### src/rtl/sdram_tim_pkg.sv
package sdram_tim_pkg;

    localparam int MODE_W   = 10;
    localparam int MAX_BL   = 8;
    localparam int BL_W     = 4;
    localparam int MAX_LAT  = 3;
    localparam int SCHED_D  = MAX_LAT + MAX_BL;

    // field positions in the loaded word
    localparam int F_BL_LO   = 0;
    localparam int F_ORDER   = 3;
    localparam int F_LAT_LO  = 4;
    localparam int F_OPM_LO  = 7;
    localparam int F_WSINGLE = 9;

    typedef struct packed {
        logic [2:0] bl_code;
        logic       wr_single;
        logic [1:0] lat;
    } mode_cfg_t;

    localparam mode_cfg_t CFG_RESET = '{bl_code: 3'd0, wr_single: 1'b0, lat: 2'd3};

    function automatic logic [BL_W-1:0] bl_decode(input logic [2:0] code);
        logic [BL_W-1:0] r;
        if (code[2]) r = BL_W'(MAX_BL);
        else         r = BL_W'(1) << code[1:0];
        return r;
    endfunction

    function automatic logic lat_ok(input logic [2:0] f);
        return (f == 3'd2) || (f == 3'd3);
    endfunction

endpackage

### src/rtl/sdram_mode_reg.sv
module sdram_mode_reg
    import sdram_tim_pkg::*;
(
    input  logic              clk,
    input  logic              rst,
    input  logic              load,
    input  logic [MODE_W-1:0] word,
    output mode_cfg_t         cfg,
    output logic              illegal
);
    logic [2:0] lat_f;
    logic [1:0] opm_f;
    logic       accept;

    always_comb begin
        lat_f  = word[F_LAT_LO +: 3];
        opm_f  = word[F_OPM_LO +: 2];
        accept = lat_ok(lat_f) && (opm_f == 2'b00) && !word[F_ORDER];
    end

    always_ff @(posedge clk) begin
        if (rst) begin
            cfg     <= CFG_RESET;
            illegal <= 1'b0;
        end else if (load) begin
            illegal <= (opm_f != 2'b00);
            if (accept) begin
                cfg.bl_code   <= word[F_BL_LO +: 3];
                cfg.wr_single <= word[F_WSINGLE];
                cfg.lat       <= lat_f[1:0];
            end
        end
    end


    lat_reject_chk: assert property (@(posedge clk) disable iff (rst)
        (load && !lat_ok(word[F_LAT_LO +: 3])) |=> $stable(cfg));


    reserved_flag_chk: assert property (@(posedge clk) disable iff (rst)
        (load && (word[F_OPM_LO +: 2] != 2'b00)) |=> (illegal && $stable(cfg)));


    lat_range_chk: assert property (@(posedge clk) disable iff (rst)
        (cfg.lat == 2'd2) || (cfg.lat == 2'd3));

endmodule

### src/rtl/sdram_beat_sched.sv
module sdram_beat_sched
    import sdram_tim_pkg::*;
#(
    parameter int DEPTH = SCHED_D
) (
    input  logic            clk,
    input  logic            rst,
    input  logic            start,
    input  logic [1:0]      lat,
    input  logic [BL_W-1:0] len,
    output logic            drive
);
    logic [DEPTH-1:0] sched;
    logic [DEPTH-1:0] mask;

    // slot j set means the device drives j edges after this one
    for (genvar j = 0; j < DEPTH; j++) begin : g_slot
        assign mask[j] = (j >= int'(lat) - 1) && (j < int'(lat) - 1 + int'(len));
    end

    always_ff @(posedge clk) begin
        if (rst) sched <= '0;
        else     sched <= {1'b0, sched[DEPTH-1:1]} | (start ? mask : '0);
    end

    assign drive = sched[0];

endmodule

### src/rtl/sdram_rd_capture.sv
module sdram_rd_capture #(
    parameter int DATA_W = 16
) (
    input  logic              clk,
    input  logic              rst,
    input  logic              take,
    input  logic [DATA_W-1:0] dq_in,
    output logic              valid,
    output logic [DATA_W-1:0] data
);
    always_ff @(posedge clk) begin
        if (rst) begin
            valid <= 1'b0;
            data  <= '0;
        end else begin
            valid <= take;
            if (take) data <= dq_in;
        end
    end
endmodule

### src/rtl/sdram_rdlat_core.sv
module sdram_rdlat_core
    import sdram_tim_pkg::*;
#(
    parameter int DATA_W = 16
) (
    input  logic              clk,
    input  logic              rst,
    input  logic              lmr,
    input  logic [MODE_W-1:0] mode_in,
    input  logic              rd_cmd,
    input  logic              wr_cmd,
    input  logic [DATA_W-1:0] dq_in,
    output logic [BL_W-1:0]   burst_len,
    output logic              dq_drive,
    output logic              rd_valid,
    output logic [DATA_W-1:0] rd_data,
    output logic              illegal_mode
);
    mode_cfg_t       cfg;
    logic [BL_W-1:0] rd_len;

    sdram_mode_reg u_mode (
        .clk     (clk),
        .rst     (rst),
        .load    (lmr),
        .word    (mode_in),
        .cfg     (cfg),
        .illegal (illegal_mode)
    );

    assign rd_len    = bl_decode(cfg.bl_code);
    assign burst_len = (wr_cmd && cfg.wr_single) ? BL_W'(1) : rd_len;

    sdram_beat_sched #(.DEPTH(SCHED_D)) u_sched (
        .clk   (clk),
        .rst   (rst),
        .start (rd_cmd),
        .lat   (cfg.lat),
        .len   (rd_len),
        .drive (dq_drive)
    );

    sdram_rd_capture #(.DATA_W(DATA_W)) u_cap (
        .clk   (clk),
        .rst   (rst),
        .take  (dq_drive),
        .dq_in (dq_in),
        .valid (rd_valid),
        .data  (rd_data)
    );


    drv_lat2_chk: assert property (@(posedge clk) disable iff (rst)
        (rd_cmd && cfg.lat == 2'd2) |=> ##1 dq_drive);


    drv_lat3_chk: assert property (@(posedge clk) disable iff (rst)
        (rd_cmd && cfg.lat == 2'd3) |=> ##2 dq_drive);


    valid_after_drive_chk: assert property (@(posedge clk) disable iff (rst)
        dq_drive |=> rd_valid);


    no_stray_valid_chk: assert property (@(posedge clk) disable iff (rst)
        !dq_drive |=> !rd_valid);

endmodule

### config.mk
export PLATFORM = sky130hd
export DESIGN_NAME = sdram_rdlat_core
export DESIGN_NICKNAME = d
export VERILOG_FILES = /design/src/rtl/sdram_tim_pkg.sv /design/src/rtl/sdram_mode_reg.sv /design/src/rtl/sdram_beat_sched.sv /design/src/rtl/sdram_rd_capture.sv /design/src/rtl/sdram_rdlat_core.sv
export SDC_FILE = /design/constraint.sdc
export NUM_CORES = 1
export LEC_CHECK = 0
export CAP_MARGIN = 20
export CORE_ASPECT_RATIO = 1.25
export CORE_MARGIN = 2
export CORE_UTILIZATION = 43
export DETAILED_ROUTE_END_ITERATION = 8
export GPL_ROUTABILITY_DRIVEN = 0
export GPL_TIMING_DRIVEN = 0
export PLACE_DENSITY = 0.75
export SLEW_MARGIN = 20
export SYNTH_ARGS = -nofsm -noshare
export SYNTH_HDL_FRONTEND = slang
export SYNTH_SLANG_ARGS = --single-unit
### constraint.sdc
create_clock -name clk -period 2.7 [get_ports clk]
set_clock_uncertainty 0.1 [all_clocks]
set_input_delay 0.54 -clock clk [delete_from_list [all_inputs] [get_ports clk]]
set_output_delay 0.54 -clock clk [all_outputs]
set_load 0.01 [all_outputs]
==> results.yml, run 1 <==
layout:
  final_layout_size_suffix_gt1_frac: 0.0714
  area_growth_pct: 40.4
  antenna-diode-count: 0
  filler_cell_count: 330
  final_net_count: 280
  multi_input_comb_area_um2: 933
  seqCellArea_um2: 702
  fin_util: 0.627
yosys:
  synth_warn: 0
  synth_area_leader_cell: "dfxtp_1"
  register_area_share_after_synthesis: 0.418
  synth_enable_flop_cells: 0
  synth_top_cell_area_share: 0.418
  synth.avg_cell_area_um2: 9.31
  most_used_flip_flop_cell_after_synthesis: "dfxtp_1"
  ys_async_sr_fraction: 0
  mappedNetlistArea_um2: 1680
  synth-seq-cells: 35
  yosys-top-cells-area: "dfxtp_1 (42%), mux2i_1 (13%), ha_1 (6.7%), nor2_1 (6.5%), a21oi_1 (3.6%)"
  syn_inst: 180
  synth_cell_types: 39
  mappedNetlistNets: 221
clock_tree:
  h-tree-depth: 2
  cts.root.buffer_cell: "clkbuf_8"
  clock_tree.buffer_depth: 2
  cts-buffers-inserted: 5
  clk_transition_reported_paths_ns: 0.06
  clock_sink_count: 35
  insertion_delay_ns: 0.28
  tritoncts_clock_tree: "done"
  post_cts_hold_buffer_count: 0
floorplanning:
  rows: 25
  io_pins: 54
  core_box_area_um2: 3750
  initial_utilization: 0.447
  dieArea_um2: 4420
  die_width_um: 59.9
  floorplan.die.height_um: 73.8
global_route:
  grt_pass1_wl_mm: 6.04
  antenna_violations_before_repair: 0
  grt_start_max_net_pins: 11
  congestion_overflow_gr: 0
  number_of_global_route_vias_before_repair: 1434
  groute.usage.overall: 0.178
timing:
  fmax_ghz: 0.395
  total_negative_setup_slack_ns: 0
  period_needed_ns: 2.53
  final_min_period_over_clock_period: 0.938
  timing.slew.headroom: 0.622
  max_slew.worst_pin.slew_ns: 0.567
  drv_slew: 0
  hold_viol: 0
  setup_viol: 0
drt:
  drc_errors: 0
  postRouteAntennaNets: 0
  detail_route.first_pass.iterations: 4
  postRouteWirelength_mm: 3.59
  route.vias.total: 1458
  routed_wirelength_normalized_by_instance_count_um: 12.9
  first_iter_violations: 56
  avgViaCountPerCell: 5.24
placed_design:
  place.port_buffers: 52
  final_hpwl_from_detailed_placement_mm: 2.69
power:
  p_per_area_nw_per_um2: 417
  finalPower_mw: 0.981
  total_leakage_power_nw: 0.924
  maximum_resistive_drop_on_vdd_v: 0.000365
run:
  maxCapViolCount: 0
setup_path:
  timing.critical_path.slowest_stage_cell: "dfxtp_2"
  cell_type_group_with_the_largest_total_delay_on_the_critical_path: "compound AO/OA/AOI/OAI gates"
  critPathLaunchType: "flop"
  critical_path_cell_count: 9
  worst-path-buf-inv: 2
  timing_worst_setup_path_type: "reg -> reg"
  critical_path_arrival_ns: 2.62
  cp-end-kind: "flop"
  cp_slowest_stage_delay_ns: 0.35
  cp_cell_sequence: "inv_1 -> ha_1 -> inv_1 -> ha_1 -> a211oi_4 -> o21bai_4 -> or2_0 -> o22a_4 -> a221oi_2"
  peak_fanout_along_the_critical_path: 8
  timing.reg2reg.worst_path_depth: 9
  required_ns: 2.79
outcome:
  result_of_the_run: "complete, no violations"
worst_hold_path:
  worstHoldPathCells: 2
  worstHoldPathType: "reg -> reg"
-- layout by cell type (no fill, tap or decap), types with 4 or more instances in the layout --
master / instances
a21oi_1: 12
clkbuf_1: 6
clkbuf_8: 5
clkdlybuf4s50_1: 52
dfxtp_1: 34
ha_1: 9
inv_1: 14
mux2i_1: 21
nand2_1: 7
nor2_1: 29
nor3_1: 4
-- cells by family (layout without fill, tap and decap cells) --
| group | after synthesis | in the layout | share of synthesized area |
|---|---|---|---|
| compound gates | 37 | 37 | 0.171 |
| xor+xnor | 2 | 2 | 0.0104 |
| fa+ha+maj | 10 | 10 | 0.0791 |
| buf+inv | 20 | 78 | 0.0455 |
| flops | 35 | 35 | 0.418 |
| mux | 22 | 22 | 0.134 |
| simple gates | 54 | 54 | 0.143 |
-- synth_stat cells (3+ instances only) --
master / count
dfxtp_1: 35
nor2_1: 29
mux2i_1: 21
inv_1: 14
a21oi_1: 12
ha_1: 9
nand2_1: 8
clkbuf_1: 5
nor3_1: 4
a21o_1: 3
a221oi_2: 3
-- stage by stage --
step / worst slack, ns / hold slack [ns] / instance area [um^2] / std cells
after global placement: 0.0922 / 0.319 / 2250 / 272
after global routing: -0.00396 / 0.350 / 2350 / 278
after CTS: 0.0691 / 0.337 / 2320 / 278
final: 0.169 / 0.334 / 2350 / 278
after floorplan: 0.369 / 0.309 / 1680 / 180
after detailed placement: 0.116 / 0.322 / 2250 / 272
-- registers in the layout (all words and copies together), names as in the netlist --
signal and count:
u_cap.data 16, u_cap.valid 1, u_sched.sched 11, u_mode.cfg 6
u_mode.illegal 1
-- report_power, final --
part | switching [mW] | internal [mW] | total [mW]
clock network | 0.164 | 0.172 | 0.336
logic | 0.0439 | 0.0688 | 0.113
registers | 0.00542 | 0.527 | 0.533
-- path summary, 6_finish.rpt --
kind,end,startpoint,slack (ns)
setup reg to reg,u_sched.sched[8],u_mode.cfg[0],0.17
hold reg to reg,u_sched.sched[5],u_sched.sched[6],0.33
hold / removal,u_sched.sched[5],u_sched.sched[6],0.33
setup / recovery,u_sched.sched[8],u_mode.cfg[0],0.17
-- layer usage --
metal	share of wire	global-route usage	wire length [um]	up-vias
met5	0	0	0	-
met4	0.015	0.0667	54	0
met3	0.057	0.0563	206	5
met2	0.49	0.291	1770	37
met1	0.43	0.216	1560	674
li1	-	-	-	742
-- area by class of cell --
type | instances | share of cell area
inverters | 14 | 0.0223
plain buffers | 6 | 0.0101
clock buffers | 6 | 0.0308
repair buffers | 52 | 0.221
flip-flops and latches | 35 | 0.298
well taps | 40 | 0.0213
multi-input cells | 125 | 0.396
-- worst register-to-register path: stages (launching register included) --
cell and delay (ns):
dfxtp_2 0.35, inv_1 0.07, ha_1 0.33, inv_1 0.05, ha_1 0.32, a211oi_4 0.32
o21bai_4 0.13, or2_0 0.24, o22a_4 0.24, a221oi_2 0.28
-- what timing repair did --
item,CTS,global route
setup endpoints to repair,0,5
gates resized for setup,0,6
setup buffers,0,0
hold endpoints to repair,0,0
No activity file was read; power rests on OpenSTA's default activity.
==> run 2: changes to the inputs <==
PLACE_DENSITY = 0.73   (was 0.75)
SYNTH_HIERARCHICAL = 1   (was unset)
==> results.yml, run 2 <==
drt:
  first_iter_violations: 45
  wl_met2_mm: 2.23
  routed_wirelength_normalized_by_instance_count_um: 12.8
  met3_wirelength_um: 209
  drc_errors: 0
  met1_length_mm: 1.80
  postRouteWirelength_mm: 4.33
  avgViaCountPerCell: 5.02
  topRoutingLayerUsed: "met4"
  postRouteAntennaNets: 0
  detail_route.first_pass.iterations: 4
  route.vias.total: 1703
yosys:
  mappedNetlistArea_um2: 1940
  synth.avg_cell_area_um2: 9.10
  synth_top_cell_area_share: 0.362
  synth_compound_gate_area_share: 0.117
  synth-seq-cells: 35
  ys_async_sr_fraction: 0
  synth_enable_flop_cells: 0
  synth_cell_types: 44
  post_synth_and_or_nand_nor_area_fraction: 0.242
  yosys-top-cells-area: "dfxtp_1 (36%), mux2i_1 (11%), ha_1 (7.1%), nor2_1 (6.8%), nand2b_1 (3.9%)"
  syn_inst: 213
  dominant_combinational_cell_family_by_area_after_synthesis: "simple AND/OR/NAND/NOR gates"
  post_synth_xor_area_fraction: 0.0136
  synthMuxAreaShare: 0.108
  register_area_share_after_synthesis: 0.362
  mappedNetlistNets: 256
  synth_area_leader_cell: "dfxtp_1"
  post_synth_most_frequent_cells: "dfxtp_1 (35), nor2_1 (35), mux2i_1 (21)"
  synth_warn: 6
  post_synth_fa_ha_maj_area_fraction: 0.0813
  most_used_flip_flop_cell_after_synthesis: "dfxtp_1"
global_route:
  antenna_violations_before_repair: 0
  grt_start_max_net_pins: 12
  groute.usage.overall: 0.181
  grt_pass1_wl_mm: 7.29
  congestion_overflow_gr: 0
  number_of_global_route_vias_before_repair: 1647
floorplanning:
  rows: 27
  die_width_um: 64.1
  floorplan.die.height_um: 79.1
  io_pins: 54
  dieArea_um2: 5060
  core_box_area_um2: 4360
  initial_utilization: 0.445
power:
  maximum_resistive_drop_on_vdd_v: 0.000192
  finalPower_mw: 1.14
  p_per_area_nw_per_um2: 397
  total_leakage_power_nw: 1.06
setup_path:
  critPathLaunchType: "flop"
  peak_fanout_along_the_critical_path: 6
  timing.reg2reg.worst_path_depth: 13
  cp-end-kind: "flop"
  required_ns: 2.74
  critical_path_arrival_ns: 2.91
  timing_worst_setup_path_type: "reg -> reg"
worst_hold_path:
  worstHoldPathType: "reg -> reg"
  worstHoldPathCells: 2
layout:
  area_growth_pct: 47.6
  layout.cells.most_common: "clkdlybuf4s50_1"
  seqCellArea_um2: 709
  multi_input_comb_area_um2: 1230
  biggestRegsByFlops: "u_cap/data (16), u_sched/sched (11), u_mode/cfg (6)"
  regMostFlops: "u_cap/data"
  largest_register_ffs: 16
  filler_cell_count: 353
  antenna-diode-count: 0
  number_of_standard_cells_in_the_layout_taps_in_and_fillers_out: 339
  final_net_count: 323
  fin_util: 0.657
  most-common-layout-cells: "clkdlybuf4s50_1 (53), nor2_1 (34), dfxtp_1 (30)"
  final_layout_size_suffix_gt1_frac: 0.235
timing:
  hold_viol: 0
  final_min_period_over_clock_period: 1.06
  fmax_ghz: 0.349
  rsz0062_at_grt: "true"
  period_needed_ns: 2.87
  total_negative_setup_slack_ns: -1.41
  max_slew.worst_pin.slew_ns: 0.499
  timing.slew.headroom: 0.667
  final_worst_setup_slack_ns: -0.168
  drv_slew: 0
  setup_viol: 11
placed_design:
  final_hpwl_from_detailed_placement_mm: 3.18
  dpl.cell_count: 324
  place.port_buffers: 53
outcome:
  violations: "setup timing"
  result_of_the_run: "finished, violations left"
clock_tree:
  insertion_delay_ns: 0.28
  clk_transition_reported_paths_ns: 0.07
  clock_tree.buffer_depth: 2
  tritoncts_clock_tree: "done"
  h-tree-depth: 2
  cts.root.buffer_cell: "clkbuf_8"
  clock_sink_count: 35
  cts-buffers-inserted: 5
run:
  maxCapViolCount: 0
## run 2: kinds of logic (layout without fill, tap and decap cells)
group,after synthesis,after routing
buffers and inverters,23,91
AO/OA/AOI/OAI,30,30
AND/OR/NAND/NOR,89,89
flip-flops,35,35
XOR/XNOR,3,3
adder cells (fa/ha/maj),12,12
multiplexers,21,21
## run 2: metal layers
layer	vias to the layer above	track usage
li1	862	-
met1	792	0.205
met5	-	0
met2	43	0.323
met4	0	0.0891
met3	6	0.0312
## run 2: path summary, 6_finish.rpt
check	from	endpoint	slack [ns]
worst max-delay path	u_mode/cfg[4]	u_sched/sched[1]	-0.17
worst min-delay path	u_sched/sched[1]	u_sched/sched[0]	0.37
worst max register to register	u_mode/cfg[4]	u_sched/sched[1]	-0.17
worst min register to register	u_sched/sched[1]	u_sched/sched[0]	0.37
## run 2: where the power goes
group          leakage [nW]  internal, mW  switching [mW]
registers             0.284         0.526         0.00539
logic                 0.714        0.0779          0.0479
clock network        0.0612         0.299           0.180
## run 2: final cells by class
cell class,instances,share of cell area
multi-input cells,155,0.429
flip-flops and latches,35,0.248
repair buffers,60,0.205
plain buffers,12,0.0372
clock buffers,6,0.0289
well taps,58,0.0254
inverters,11,0.0144
clock inverters,2,0.0122
## run 2: repair_timing
action | in CTS | in global routing
resized for setup | 16 | 3
hold endpoints to repair | 0 | 0
endpoints found under the setup margin | 11 | 11
pin swaps | 15 | 1
hold buffers | 0 | 0
setup buffers | 7 | 0
## run 2: worst max-delay path: stages, from the launching register on
cell      delay (ns)
dfxtp_4         0.37
nor3_4          0.19
ha_2            0.21
inv_2           0.04
fa_2            0.35
a21boi_2        0.15
o21ai_1         0.08
ha_2            0.18
nor4b_4         0.21
nand4b_1        0.14
nor3_2          0.18
nand3_4         0.17
nor2_4          0.24
a211oi_2        0.11
## run 2: per-stage QoR
step	hold slack, ns	area, um^2	setup slack (ns)
finish	0.366	2860	-0.168
global placement	0.346	2610	-0.430
floorplan	0.334	2000	-0.133
global route	0.380	2860	-0.324
detailed placement	0.349	2610	-0.442
CTS	0.362	2850	-0.166
